### config.mk
export PLATFORM = sky130hd
export DESIGN_NAME = scl_phase_gen
export DESIGN_NICKNAME = d
export VERILOG_FILES = /design/src/rtl/scl_timing_pkg.sv /design/src/rtl/scl_tpr_reg.sv /design/src/rtl/scl_prescaler.sv /design/src/rtl/scl_phase_ctr.sv /design/src/rtl/scl_phase_gen.sv
export SDC_FILE = /design/constraint.sdc
export NUM_CORES = 1
export LEC_CHECK = 0
export BUFFER_PORTS_ARGS = -buffer_cell sky130_fd_sc_hd__buf_2
export CAP_MARGIN = 25
export CORE_UTILIZATION = 50
export DETAILED_ROUTE_END_ITERATION = 12
export MAX_ROUTING_LAYER = met4
export PLACE_DENSITY = 0.72
export SLEW_MARGIN = 15
export SYNTH_ARGS = -nofsm -noshare
export SYNTH_HDL_FRONTEND = slang
export SYNTH_SLANG_ARGS = --single-unit
### constraint.sdc
create_clock -name clk -period 2.6 [get_ports clk]
set_clock_uncertainty 0.15 [all_clocks]
set_input_delay 0.26 -clock clk [delete_from_list [all_inputs] [get_ports clk]]
set_output_delay 0.26 -clock clk [all_outputs]
set_load 0.005 [all_outputs]
### src/rtl/scl_timing_pkg.sv
// Package: shared strobe encoding and unit-position helper for the SCL
// period generator. Assumes low and high phase lengths are even.
package scl_timing_pkg;

    // Order of the strobe vector produced by the phase counter.
    typedef enum logic [1:0] {
        STB_LOW_START  = 2'd0,
        STB_MID_LOW    = 2'd1,
        STB_HIGH_START = 2'd2,
        STB_MID_HIGH   = 2'd3
    } strobe_e;

    localparam int NUM_STROBES = 4;

    // Unit index at which a strobe fires, given the phase lengths.
    function automatic int strobe_unit(input int which, input int low_u, input int high_u);
        case (which)
            0:       return 0;
            1:       return low_u / 2;
            2:       return low_u;
            default: return low_u + high_u / 2;
        endcase
    endfunction

endpackage

### src/rtl/scl_tpr_reg.sv
// Module: scl_tpr_reg
// Holds the programmed period value and the value in force. A write lands
// only when the guard bit (top bit of the word) is 0. The value in force is
// copied from the programmed one while the generator is stopped and at each
// period boundary. Assumes wr_en is a single-cycle pulse.
module scl_tpr_reg #(
    parameter int TPR_W   = 7,
    parameter int TPR_RST = 1
) (
    input  logic             clk,
    input  logic             rst_n,
    input  logic             run,
    input  logic             boundary,
    input  logic             wr_en,
    input  logic [TPR_W:0]   wr_data,
    output logic [TPR_W-1:0] tpr_act
);
    localparam int GUARD_BIT = TPR_W;

    logic [TPR_W-1:0] tpr_prog;

    // Programmed value: guarded write.
    always_ff @(posedge clk) begin
        if (!rst_n)
            tpr_prog <= TPR_W'(TPR_RST);
        else if (wr_en && !wr_data[GUARD_BIT])
            tpr_prog <= wr_data[TPR_W-1:0];
    end

    // Value in force: follows programmed value only when stopped or at a boundary.
    always_ff @(posedge clk) begin
        if (!rst_n)
            tpr_act <= TPR_W'(TPR_RST);
        else if (!run || boundary)
            tpr_act <= tpr_prog;
    end

    p_guard_blocks_r4: assert property (@(posedge clk) disable iff (!rst_n)
        (wr_en && wr_data[GUARD_BIT]) |=> $stable(tpr_prog));

    p_hold_mid_period_r6: assert property (@(posedge clk) disable iff (!rst_n)
        (run && !boundary) |=> $stable(tpr_act));

endmodule

### src/rtl/scl_prescaler.sv
// Module: scl_prescaler
// Divides the system clock by 2*(1+T) to make one timing-unit tick.
// Assumes tpr only changes on the cycle its tick is issued or while stopped.
module scl_prescaler #(
    parameter int TPR_W = 7
) (
    input  logic             clk,
    input  logic             rst_n,
    input  logic             run,
    input  logic [TPR_W-1:0] tpr,
    output logic             unit_tick,
    output logic             unit_first
);
    localparam int CNT_W = TPR_W + 2;

    logic [CNT_W-1:0] cnt;
    logic [CNT_W-1:0] div;

    // Clocks per unit minus one is the terminal count.
    always_comb begin
        div        = (CNT_W'(tpr) + CNT_W'(1)) << 1;
        unit_tick  = run && (cnt == div - CNT_W'(1));
        unit_first = run && (cnt == '0);
    end

    // Unit counter: clears when stopped and at each tick.
    always_ff @(posedge clk) begin
        if (!rst_n || !run || unit_tick)
            cnt <= '0;
        else
            cnt <= cnt + CNT_W'(1);
    end

    p_cnt_in_range_r5: assert property (@(posedge clk) disable iff (!rst_n)
        run |-> (cnt < div));

endmodule

### src/rtl/scl_phase_ctr.sv
// Module: scl_phase_ctr
// Counts timing units through one SCL period (low units then high units),
// reports the low level, the period boundary and four positional strobes.
// Assumes LOW_UNITS and HIGH_UNITS are even and at least 2.
module scl_phase_ctr
    import scl_timing_pkg::*;
#(
    parameter int LOW_UNITS  = 6,
    parameter int HIGH_UNITS = 4
) (
    input  logic                   clk,
    input  logic                   rst_n,
    input  logic                   run,
    input  logic                   unit_tick,
    input  logic                   unit_first,
    output logic                   scl_low,
    output logic                   boundary,
    output logic [NUM_STROBES-1:0] strobes
);
    localparam int TOTAL = LOW_UNITS + HIGH_UNITS;
    localparam int IDX_W = $clog2(TOTAL);
    localparam logic [IDX_W-1:0] LAST = IDX_W'(TOTAL - 1);

    logic [IDX_W-1:0] idx;

    // Unit index within the period: wraps to the low phase after the last high unit.
    always_ff @(posedge clk) begin
        if (!rst_n || !run)
            idx <= '0;
        else if (unit_tick)
            idx <= (idx == LAST) ? '0 : idx + IDX_W'(1);
    end

    // Line level and period boundary from the unit index.
    always_comb begin
        scl_low  = run && (idx < IDX_W'(LOW_UNITS));
        boundary = unit_tick && (idx == LAST);
    end

    // One decoder per strobe, positioned by the package helper.
    for (genvar k = 0; k < NUM_STROBES; k++) begin : g_strobe
        localparam logic [IDX_W-1:0] POS = IDX_W'(strobe_unit(k, LOW_UNITS, HIGH_UNITS));
        assign strobes[k] = unit_first && (idx == POS);
    end

    p_strobes_exclusive_r8: assert property (@(posedge clk) disable iff (!rst_n)
        $onehot0(strobes));

    p_idx_bound_r2: assert property (@(posedge clk) disable iff (!rst_n)
        idx <= LAST);

endmodule

### src/rtl/scl_phase_gen.sv
// Module: scl_phase_gen (top)
// SCL period generator: guarded period register, unit prescaler and phase
// counter. Assumes enable and wr_en are synchronous to clk.
module scl_phase_gen
    import scl_timing_pkg::*;
#(
    parameter int TPR_W      = 7,
    parameter int TPR_RST    = 1,
    parameter int LOW_UNITS  = 6,
    parameter int HIGH_UNITS = 4
) (
    input  logic           clk,
    input  logic           rst_n,
    input  logic           enable,
    input  logic           wr_en,
    input  logic [TPR_W:0] wr_data,
    output logic           scl_out,
    output logic           low_start,
    output logic           mid_low,
    output logic           high_start,
    output logic           mid_high
);
    logic                   run_q;
    logic [TPR_W-1:0]       tpr_act;
    logic                   unit_tick;
    logic                   unit_first;
    logic                   scl_low;
    logic                   boundary;
    logic [NUM_STROBES-1:0] strobes;

    // Registered enable: the period starts one cycle after enable is seen.
    always_ff @(posedge clk) begin
        if (!rst_n)
            run_q <= 1'b0;
        else
            run_q <= enable;
    end

    scl_tpr_reg #(.TPR_W(TPR_W), .TPR_RST(TPR_RST)) u_tpr (
        .clk(clk), .rst_n(rst_n), .run(run_q), .boundary(boundary),
        .wr_en(wr_en), .wr_data(wr_data), .tpr_act(tpr_act)
    );

    scl_prescaler #(.TPR_W(TPR_W)) u_pre (
        .clk(clk), .rst_n(rst_n), .run(run_q), .tpr(tpr_act),
        .unit_tick(unit_tick), .unit_first(unit_first)
    );

    scl_phase_ctr #(.LOW_UNITS(LOW_UNITS), .HIGH_UNITS(HIGH_UNITS)) u_ph (
        .clk(clk), .rst_n(rst_n), .run(run_q), .unit_tick(unit_tick),
        .unit_first(unit_first), .scl_low(scl_low), .boundary(boundary),
        .strobes(strobes)
    );

    // Output mapping: line idles high when stopped.
    always_comb begin
        scl_out    = !scl_low;
        low_start  = strobes[STB_LOW_START];
        mid_low    = strobes[STB_MID_LOW];
        high_start = strobes[STB_HIGH_START];
        mid_high   = strobes[STB_MID_HIGH];
    end

    p_fall_marks_low_r8: assert property (@(posedge clk) disable iff (!rst_n)
        $fell(scl_out) |-> low_start);

    p_rise_marks_high_r2: assert property (@(posedge clk) disable iff (!rst_n)
        ($rose(scl_out) && run_q) |-> high_start);

    p_quiet_when_off_r7: assert property (@(posedge clk) disable iff (!rst_n)
        !run_q |-> !(low_start || mid_low || high_start || mid_high));

endmodule

==> run_results.csv <==
group,metric,value,unit
outcome,status,"finished clean",
worst_hold_path,hold_class,"in -> reg",
global_routing,globalRouteMet2Util,37.0,%
sta,setup_viol,0,
die,initial_core_util,52.8,%
global_routing,met3_usage,5.24,%
detailed_routing,drt-initial-drc-count,47,
setup_path,cp-start-kind,"flop",
layout,final_area,1860,um2
sta,maxSlewViolCount,0,
global_routing,grt-ovfl-total,0,
global_routing,grt_pass1_wl,5910,um
cts,cts-root-buf,"clkbuf_4",
sta,fin_crit,2600,ps
placement,routabilityCongestion,0.810,
cts,cts_buffer_depth,2,
sta,grt_setup_unrepaired,"true",
layout,nNetsFinal,225,
die,coreArea,3080,um2
synthesis,synth_cells,192,
sta,finalHoldViolations,0,
pwr,switching_share,22.4,%
synthesis,synthesis.area,1620,um2
detailed_routing,dr_total_vias,1389,
cts,clock_latency,340,ps
sta,max_freq,0.385,GHz
global_routing,grt_max_degree,27,
synthesis,synth_top_area_share,34.5,%
synthesis,avgSynthCellArea,8.46,um2
cts,clk_pin_slew,150,ps
pwr,comb_power_share,9.8,%
sta,whs,11.5,ps
pwr,pwr_density_cell,442,nW/um2
setup_path,crit_path_max_fanout,4,
placement,port_buffers,16,
setup_path,required,2750,ps
flow_run,cap_violations,0,
global_routing,grt-busiest-layer,"met2",
placement,place_hpwl,2380,um
synthesis,ys_types,38,
cts,cts_tree,"built",
synthesis,synth-seq-cells,28,
layout,finalNonFillerCells,253,
detailed_routing,vias_per_cell,5.49,
detailed_routing,wirelength,3320,um
pwr,seq_power_share,54.6,%
global_routing,gr-usage-all-layers,23.2,%
pwr,leakage,0.000745,uW
pwr,clkPwrFrac,35.6,%
pwr,p_sw,184,uW
cts,clock-sinks,28,
detailed_routing,drc_errors,0,
cts,h-tree-depth,1,
pwr,peakVddDrop,0.000374,V
setup_path,critPathArrivalTime,2750,ps
global_routing,use_met1,27.9,%
die,die_w,59.0,um
global_routing,antenna_found_initial,0,
die,rows,20,
die,fp.dieH,59.0,um
synthesis,synth_area_leaders,"dfxtp_1 35%, mux2i_1 9.2%, xor2_1 5.4%",
global_routing,grt_pass1_vias,1325,
detailed_routing,ant_nets,0,
placement,dp.cells,245,
die,dieArea,3480,um2
synthesis,synth_nets,207,
synthesis,yosys.area.top_type,"dfxtp_1",
sta,worst_pin_slew,753,ps
detailed_routing,post_drt_wl_per_cell,13.1,um
sta,period_share,100,%
synthesis,synthArstFlopShare,0,%
synthesis,synth_warnings,0,
die,io_pins,17,
pwr,p_int,637,uW
setup_path,setup.worst_path.end_class,"flop",
layout,final_util,60.4,%
layout,drive_gt1_share,21.5,%
synthesis,synthFlopType,"dfxtp_1",
setup_path,path_class,"reg -> reg",
synthesis,synth_enable_flop_cells,0,
cts,cts-buffers-inserted,3,
placement,placed_area,1740,um2
layout,diodes,0,
layout,area_growth,14.4,%
detailed_routing,first_pass_iters,4,
sta,relSlewSlack,49.7,%
synthesis,synth_seq_area_share,34.5,%
[logic make-up after synthesis]
family	Yosys count	synth area share, %
flip-flops	28	34.5
AO/OA/AOI/OAI	18	8.24
buffers and inverters	23	7.47
multiplexers	15	9.24
AND/OR/NAND/NOR	87	28.5
XOR/XNOR	18	9.71
adder cells (fa/ha/maj)	3	2.31
[worst paths after layout]
path / startpoint / endpoint / slack (ps) / depth (start not counted)
hold reg to reg: u_tpr.tpr_prog[4] / u_tpr.tpr_act[4] / 310 / 2
setup / recovery: u_tpr.tpr_act[4] / u_ph.idx[3] / 1 / 7
hold / removal: wr_data[4] / u_tpr.tpr_prog[4] / 10 / 3
setup reg to reg: u_tpr.tpr_act[4] / u_ph.idx[3] / 1 / 7
[critical path, cell delays in order, from the launching register on]
cell      delay (ps)
dfxtp_2          360
or3_1            380
a221oi_2         260
xnor2_1          170
nand4_1          130
or4b_4           540
or4_1            480
nand3_1           70
[power groups by stage]
stage | Combinational [uW] | Sequential [uW] | Clock, uW
4_1_cts | 79.4 | 449 | 298
2_1_floorplan | 57.7 | 454 | 0
5_1_grt | 88.9 | 451 | 314
3_5_place_dp | 72.8 | 459 | 0
3_3_place_gp | 71.0 | 458 | 0
6_report | 80.6 | 449 | 292
[placed cells by master, fill, tap and decap left out, drive strengths merged, types with 2 or more instances in the layout]
master       instances
xor2                10
nor4                 3
or2                  2
a221oi               2
nor2                18
nand3                9
nand4                6
inv                  8
a21oi                5
nand2               20
o21ai                3
mux2i               15
o211ai               2
buf                 26
and3                 2
clkbuf               3
dfxtp               28
nand2b               2
or3                  3
dlygate4sd3          2
nor3                 3
nor4b                3
a211o                2
and4                 2
xnor2                8
nor2b                9
ha                   3
a211oi               2
[synth_stat cells, types with 2 or more instances]
cell      instances
nor2_1           18
nor4b_1           3
buf_6             4
nand2b_1          2
nand4_1           6
a211oi_1          2
nor4_1            3
and4_4            2
xor2_1           10
mux2i_1          15
nand2_1          20
or3_1             3
clkbuf_1          9
dfxtp_1          28
and3_1            2
inv_1             8
a211o_1           2
xnor2_1           8
a221oi_1          2
or2_2             2
o211ai_1          2
nand3_1           9
nor2b_1           9
ha_1              3
a21oi_1           5
nor3_1            3
[flip-flops by register name (all words and copies together) (netlist names)]
signal / cells
u_ph.idx: 4
u_tpr.tpr_act: 7
u_tpr.tpr_prog: 7
run_q: 1
u_pre.cnt: 9
[per-layer routing]
layer	part of all wire [%]	up-vias
li1	-	691
met1	47	660
met2	47	27
met3	3.0	11
met4	2.9	0
met5	0	-
[layout make-up]
type,count,area [um2]
clock buffers,3,22.5
multi-input cells,141,961
clock inverters,1,30.0
inverters,8,30.0
flip-flops and latches,28,572
repair buffers,28,188
well taps,44,55.1
fillers,271,1220
[per-stage QoR]
step                setup TNS [ps]  power (uW)  worst slack [ps]
floorplan                    -64.3         512             -64.3
global placement                 0         529              37.8
detailed placement            -178         532             -62.6
CTS                          -23.5         827             -23.5
global route                  -575         854              -115
finish                           0         821              1.28
[repair_timing]
item | 4_1_cts | 5_1_grt
hold buffers | 2 | 0
pin swaps | 5 | 3
endpoints found under the hold margin | 2 | 0
setup buffers | 2 | 0
setup endpoints to repair | 8 | 12
gates resized for setup | 5 | 3
(Power assumes the default switching activity.)
